File: config.mk
export PLATFORM = sky130hd
export DESIGN_NAME = pxe_extractor
export DESIGN_NICKNAME = d
export VERILOG_FILES = /design/src/rtl/pxe_pkg.sv /design/src/rtl/pxe_width_mask.sv /design/src/rtl/pxe_field_extract.sv /design/src/rtl/pxe_source_select.sv /design/src/rtl/pxe_extractor.sv
export SDC_FILE = /design/constraint.sdc
export NUM_CORES = 1
export LEC_CHECK = 0
export ABC_AREA = 1
export BUFFER_PORTS_ARGS = -buffer_cell sky130_fd_sc_hd__buf_2
export CAP_MARGIN = 20
export CORE_MARGIN = 3
export CORE_UTILIZATION = 30
export CTS_CLUSTER_DIAMETER = 200
export DETAILED_ROUTE_END_ITERATION = 7
export PLACE_DENSITY = 0.55
export SYNTH_ARGS = -nofsm -noshare
export SYNTH_HDL_FRONTEND = slang
export SYNTH_SLANG_ARGS = --single-unit
File: constraint.sdc
create_clock -name clk_i -period 0.8 [get_ports clk_i]
set_input_delay 0.12 -clock clk_i [delete_from_list [all_inputs] [get_ports clk_i]]
set_output_delay 0.12 -clock clk_i [all_outputs]
set_load 0.005 [all_outputs]
File: src/rtl/pxe_pkg.sv
package pxe_pkg;
  localparam int SEL_W       = 32;
  localparam int OFS_W       = 5;
  localparam int LEN_W       = 4;
  localparam int DEF_W       = 8;
  localparam int SEL_OFS_LSB = 0;
  localparam int SEL_LEN_LSB = 8;
  localparam int SEL_DEF_LSB = 16;
  localparam int FMT_W       = 8;
  localparam int FMT_BPP_LSB = 3;
  localparam int NUM_CH      = 3;

  typedef struct packed {
    logic [DEF_W-1:0] dflt;
    logic [LEN_W-1:0] len;
    logic [OFS_W-1:0] ofs;
  } sel_t;

  typedef enum logic [1:0] {
    SRC_PIXEL    = 2'd0,
    SRC_NOLEN    = 2'd1,
    SRC_BLANK    = 2'd2,
    SRC_UNDERRUN = 2'd3
  } src_e;

  function automatic sel_t unpack_sel(input logic [SEL_W-1:0] w);
    sel_t s;
    s.ofs  = w[SEL_OFS_LSB +: OFS_W];
    s.len  = w[SEL_LEN_LSB +: LEN_W];
    s.dflt = w[SEL_DEF_LSB +: DEF_W];
    return s;
  endfunction
endpackage

File: src/rtl/pxe_width_mask.sv
module pxe_width_mask #(
  parameter int MAX_BYTES = 4,
  parameter int BPP_W     = (MAX_BYTES > 1) ? $clog2(MAX_BYTES) : 1,
  localparam int PIX_W    = MAX_BYTES * 8
) (
  input  logic [BPP_W-1:0] bytes_m1_i,
  input  logic [PIX_W-1:0] data_i,
  output logic [PIX_W-1:0] data_o
);
  // keep byte b only when it lies within the programmed pixel size
  for (genvar b = 0; b < MAX_BYTES; b++) begin : g_byte
    logic keep;
    assign keep = (int'(bytes_m1_i) >= b);
    assign data_o[b*8 +: 8] = keep ? data_i[b*8 +: 8] : 8'h00;
  end
endmodule

File: src/rtl/pxe_field_extract.sv
module pxe_field_extract #(
  parameter int PIX_W  = 32,
  parameter int OFS_W  = 5,
  parameter int LEN_W  = 4,
  parameter int COMP_W = 8,
  localparam int MAXLEN = (1 << LEN_W) - 1,
  localparam int EXT_W  = PIX_W + MAXLEN
) (
  input  logic [PIX_W-1:0]  data_i,
  input  logic [OFS_W-1:0]  ofs_i,
  input  logic [LEN_W-1:0]  len_i,
  output logic [COMP_W-1:0] comp_o
);
  logic [EXT_W-1:0]  ext;
  logic [MAXLEN-1:0] lmask;
  logic [MAXLEN-1:0] field;
  logic [COMP_W-1:0] aligned;
  logic [COMP_W-1:0] narrow;
  logic [COMP_W-1:0] wide;
  int                len_n;

  assign len_n = int'(len_i);
  // zero extension keeps positions beyond the word at zero
  assign ext   = EXT_W'(data_i) >> ofs_i;
  assign lmask = MAXLEN'((EXT_W'(1) << len_i) - EXT_W'(1));
  assign field = ext[MAXLEN-1:0] & lmask;

  always_comb begin
    aligned = '0;
    if (len_n <= COMP_W) aligned = COMP_W'(field << (COMP_W - len_n));
  end

  // MSB replication: OR successive copies shifted by the length
  always_comb begin
    narrow = '0;
    for (int j = 0; j < COMP_W; j++) begin
      if (len_n != 0 && j * len_n < COMP_W) narrow |= aligned >> (j * len_n);
    end
  end

  always_comb begin
    wide = '0;
    if (len_n > COMP_W) wide = COMP_W'(field >> (len_n - COMP_W));
  end

  generate
    if (MAXLEN > COMP_W) begin : g_trunc
      assign comp_o = (len_n > COMP_W) ? wide : narrow;
    end else begin : g_no_trunc
      assign comp_o = narrow;
    end
  endgenerate
endmodule

File: src/rtl/pxe_source_select.sv
module pxe_source_select
  import pxe_pkg::*;
#(
  parameter int COMP_W = 8
) (
  input  logic [LEN_W-1:0]  len_i,
  input  logic              visible_i,
  input  logic              underrun_i,
  input  logic [COMP_W-1:0] comp_i,
  input  logic [COMP_W-1:0] dflt_i,
  output src_e              src_o,
  output logic [COMP_W-1:0] value_o
);
  always_comb begin
    if (underrun_i)       src_o = SRC_UNDERRUN;
    else if (!visible_i)  src_o = SRC_BLANK;
    else if (len_i == '0) src_o = SRC_NOLEN;
    else                  src_o = SRC_PIXEL;
  end

  assign value_o = (src_o == SRC_PIXEL) ? comp_i : dflt_i;
endmodule

File: src/rtl/pxe_extractor.sv
module pxe_extractor
  import pxe_pkg::*;
#(
  parameter int MAX_BYTES = 4,
  parameter int COMP_W    = DEF_W,
  localparam int PIX_W    = MAX_BYTES * 8,
  localparam int BPP_W    = (MAX_BYTES > 1) ? $clog2(MAX_BYTES) : 1
) (
  input  logic              clk_i,
  input  logic              rst_ni,
  input  logic [FMT_W-1:0]  pixfmt_i,
  input  logic [SEL_W-1:0]  sel_red_i,
  input  logic [SEL_W-1:0]  sel_grn_i,
  input  logic [SEL_W-1:0]  sel_blu_i,
  input  logic              pix_valid_i,
  input  logic [PIX_W-1:0]  pix_data_i,
  input  logic              pix_visible_i,
  input  logic              pix_underrun_i,
  output logic [COMP_W-1:0] red_o,
  output logic [COMP_W-1:0] grn_o,
  output logic [COMP_W-1:0] blu_o,
  output logic              rgb_valid_o
);
  logic [BPP_W-1:0]  bytes_m1;
  logic [PIX_W-1:0]  data_m;
  logic [SEL_W-1:0]  sel_w   [NUM_CH];
  logic [COMP_W-1:0] ch_val  [NUM_CH];
  logic [COMP_W-1:0] ch_q    [NUM_CH];

  assign bytes_m1 = pixfmt_i[FMT_BPP_LSB +: BPP_W];
  assign sel_w[0] = sel_red_i;
  assign sel_w[1] = sel_grn_i;
  assign sel_w[2] = sel_blu_i;

  pxe_width_mask #(.MAX_BYTES(MAX_BYTES), .BPP_W(BPP_W)) u_mask (
    .bytes_m1_i(bytes_m1),
    .data_i    (pix_data_i),
    .data_o    (data_m)
  );

  for (genvar c = 0; c < NUM_CH; c++) begin : g_ch
    sel_t              sel;
    logic [COMP_W-1:0] comp;
    src_e              src;

    assign sel = unpack_sel(sel_w[c]);

    pxe_field_extract #(
      .PIX_W (PIX_W),
      .OFS_W (OFS_W),
      .LEN_W (LEN_W),
      .COMP_W(COMP_W)
    ) u_ext (
      .data_i(data_m),
      .ofs_i (sel.ofs),
      .len_i (sel.len),
      .comp_o(comp)
    );

    pxe_source_select #(.COMP_W(COMP_W)) u_src (
      .len_i     (sel.len),
      .visible_i (pix_visible_i),
      .underrun_i(pix_underrun_i),
      .comp_i    (comp),
      .dflt_i    (COMP_W'(sel.dflt)),
      .src_o     (src),
      .value_o   (ch_val[c])
    );

    always_ff @(posedge clk_i or negedge rst_ni) begin
      if (!rst_ni)          ch_q[c] <= '0;
      else if (pix_valid_i) ch_q[c] <= ch_val[c];
    end
  end

  always_ff @(posedge clk_i or negedge rst_ni) begin
    if (!rst_ni) rgb_valid_o <= 1'b0;
    else         rgb_valid_o <= pix_valid_i;
  end

  assign red_o = ch_q[0];
  assign grn_o = ch_q[1];
  assign blu_o = ch_q[2];
endmodule

==> out/results.tsv <==
metric	value	unit
GRT Util Overall	25.0	%
Final HPWL DP	51.3	mm
CTS buffer count	3	
critical path arrival	2790	ps
Worst Skew	0	ps
initial antenna violation count	0	
crit share post-route	326	%
Internal Power	9.58	mW
final instance area	0.0244	mm2
io pins	166	
Switching Share	51.5	%
core area	0.0471	mm2
final net count	3806	
minimum clock period	2600	ps
warnings from Yosys	0	
# setup viols final	49	
vias in the first global route	20800	
post-route ant nets	0	
Synth Register Bits	25	
DR vias/cell	5.36	
final antenna diode count	0	
Gate Count Post-Synth	2868	
Max IR drop VDD	0.000810	V
die height	225	um
largest net degree at the start of global routing	32	
critical path cell sequence	buf_12 -> clkinv_8 -> ha_4 -> ha_4 -> inv_2 -> nor2_2 -> inv_2 -> ha_4 -> nand3_4 -> nor2_4 -> nand2_1 -> a21boi_4 -> a21oi_2 -> buf_4 -> buf_4 -> buf_4 -> a32o_1 -> nand2_1 -> nand3_1 -> a21oi_2 -> buf_4 -> nand3_1 -> nand2_1 -> nand2_1	
DRC	0	
CTS root buf	clkbuf_16	
via count	22500	
drt total wl	67.9	mm
leakage	12.2	nW
die area	0.0507	mm2
Worst slew margin	61.7	%
Worst-Skew Late Latency	290	ps
Largest stage delay, worst path	280	ps
Hold Path Class	input port to flip-flop	
Slew @ Worst Pin	572	ps
ys flop type	dfrtp_1	
EDFF count, synth	0	
Final Util	51.9	%
most frequent cells in the layout	nand2_1 (833), buf_4 (652), nand3_1 (466)	
htree depth	1	
first-pass GRT wire length	105	mm
Final Worst Setup Slack	-1800	ps
Max Buffers Root-to-Sink	2	
Post-synth ARST share	100	%
routed len/inst	16.2	um
RSZ-0062 raised after global routing	true	
Die X	225	um
switching power	10.2	mW
Cell variety after synth	56	
clock sink count	25	
Placed Area	0.0207	mm2
power density cells	808	mW/mm2
initial cell density of the core	30.7	%
Critical Path Slowest Stage Cell	a32o_1	
Synthesized Nets	3090	
synthesis-to-finish area growth	69.4	%
Mapped Avg Cell Area	5.03	um2
Max FO, Critical Path	3	
Post-Syn Area	0.0144	mm2
Worst Hold Margin	74.8	ps
global placer's final weighted congestion	0.990	
critical path class	input port to flip-flop	
failing checks	negative setup slack	
max-cap viol count	0	
outcome	finished with violations	
Clk pwr share	7.0	%
Congestion Overflow GR	0	
Critical Path Source Type	input port	
final slew viol count	0	
crit end category	flip-flop	
Setup WS pre-CTS	-2360	ps
Comb pwr share	85.4	%
sequential share of power	7.6	%
most common cell after layout, fill and taps aside	nand2_1	
DR pass1 iterations	6	
CP required	990	ps
Fin Setup TNS	-43410	ps
layout cell share with drive strength beyond 1	41.7	%
TritonCTS clock tree	done	
Max Fclk	384	MHz
final hold vios	0	
Seq/Total Area, Yosys	4.34	%
placement row count	79	
port bufs	114	
clock-pin slew on the worst setup and hold paths	90	ps
Detailed Route Iter0 Violations	2143	
## flip-flops by register name, summed over array words and instances, names as in the netlist
name and cells:
blu_o 8, grn_o 8, red_o 8, rgb_valid_o 1
## cell usage after synthesis (all sizes together), types with 5 or more instances
| master | instances | area (um2) |
|---|---|---|
| nand2 | 1031 | 3980 |
| o31ai | 12 | 90.1 |
| xor2 | 17 | 149 |
| nor2 | 238 | 948 |
| a21oi | 131 | 674 |
| ha | 63 | 788 |
| xnor2 | 11 | 96.3 |
| nor3 | 20 | 105 |
| nand4 | 69 | 432 |
| nand3 | 618 | 3230 |
| nor4 | 8 | 50.1 |
| fa | 18 | 360 |
| o21ai | 143 | 731 |
| a211oi | 5 | 37.5 |
| or2 | 8 | 50.1 |
| clkbuf | 74 | 278 |
| clkinv | 16 | 60.1 |
| buf | 80 | 383 |
| o211ai | 27 | 203 |
| dfrtp | 25 | 626 |
| a31oi | 11 | 68.8 |
| inv | 202 | 758 |
## cells by family after synthesis
kind of cell | after synthesis | share of synthesized area [%]
xor gates and xnor gates | 28 | 1.70
buffers and inverters | 372 | 10.3
AOI/OAI and AO/OA | 358 | 14.1
adders and majority gates | 81 | 7.96
and+or+nand+nor | 2000 | 61.3
muxes | 4 | 0.278
DFF | 25 | 4.34
## power by group through the flow
stage | clock, mW | combinational (mW) | sequential [mW]
after floorplan | 0 | 7.50 | 1.53
after global routing | 1.49 | 18.3 | 1.51
final | 1.38 | 16.9 | 1.49
after detailed placement | 0 | 13.6 | 1.53
after global placement | 0 | 13.5 | 1.53
after CTS | 1.45 | 15.3 | 1.50
## worst max-delay path, delay by kind of cell
family / cells / cell delay, ps
buffers and inverters: 8 / 790
AND/OR/NAND/NOR: 9 / 770
AO/OA/AOI/OAI: 4 / 630
adder cells (fa/ha/maj): 3 / 470
## worst paths after layout
kind / startpoint / to / cells after the start / slack (ps)
worst max register to register: grn_o[4] / grn_o[4] / 4 / -30
worst min register to register: blu_o[1] / blu_o[1] / 2 / 480
max in group asynchronous: rst_ni / blu_o[5] / 3 / 320
min in group asynchronous: rst_ni / blu_o[3] / 3 / 300
worst min-delay path: sel_red_i[23] / red_o[7] / 3 / 70
worst max-delay path: sel_grn_i[8] / grn_o[0] / 24 / -1800
## per-layer routing
metal	vias up	wire, um	global-route usage, %
li1	11000	-	-
met1	10300	28500	32.9
met2	958	32300	43.4
met3	207	4410	2.20
met4	0	2650	8.06
met5	-	0	0
## stage by stage
| stage | total power [mW] | cells |
|---|---|---|
| floorplan | 9.03 | 2868 |
| global placement | 15.0 | 4094 |
| detailed placement | 15.1 | 4094 |
| CTS | 18.3 | 4156 |
| global route | 21.3 | 4190 |
| finish | 19.7 | 4190 |
## cell type report
| cell class | count | area [um2] |
|---|---|---|
| clock buffers | 3 | 75.1 |
| clock inverters | 1 | 7.51 |
| fillers | 4745 | 22600 |
| inverters | 218 | 905 |
| multi-input cells | 2472 | 15000 |
| flip-flops and latches | 25 | 626 |
| well taps | 607 | 759 |
| repair buffers | 864 | 7060 |
## timing repair
action / in CTS / in global routing
endpoints found under the hold margin: 25 / 0
setup buffers: 58 / 36
resized for setup: 428 / 348
setup endpoints to repair: 49 / 49
hold buffers: 1 / 0
pin swaps: 197 / 226
gates cloned: 1 / 1
No activity file was read; power rests on OpenSTA's default activity.
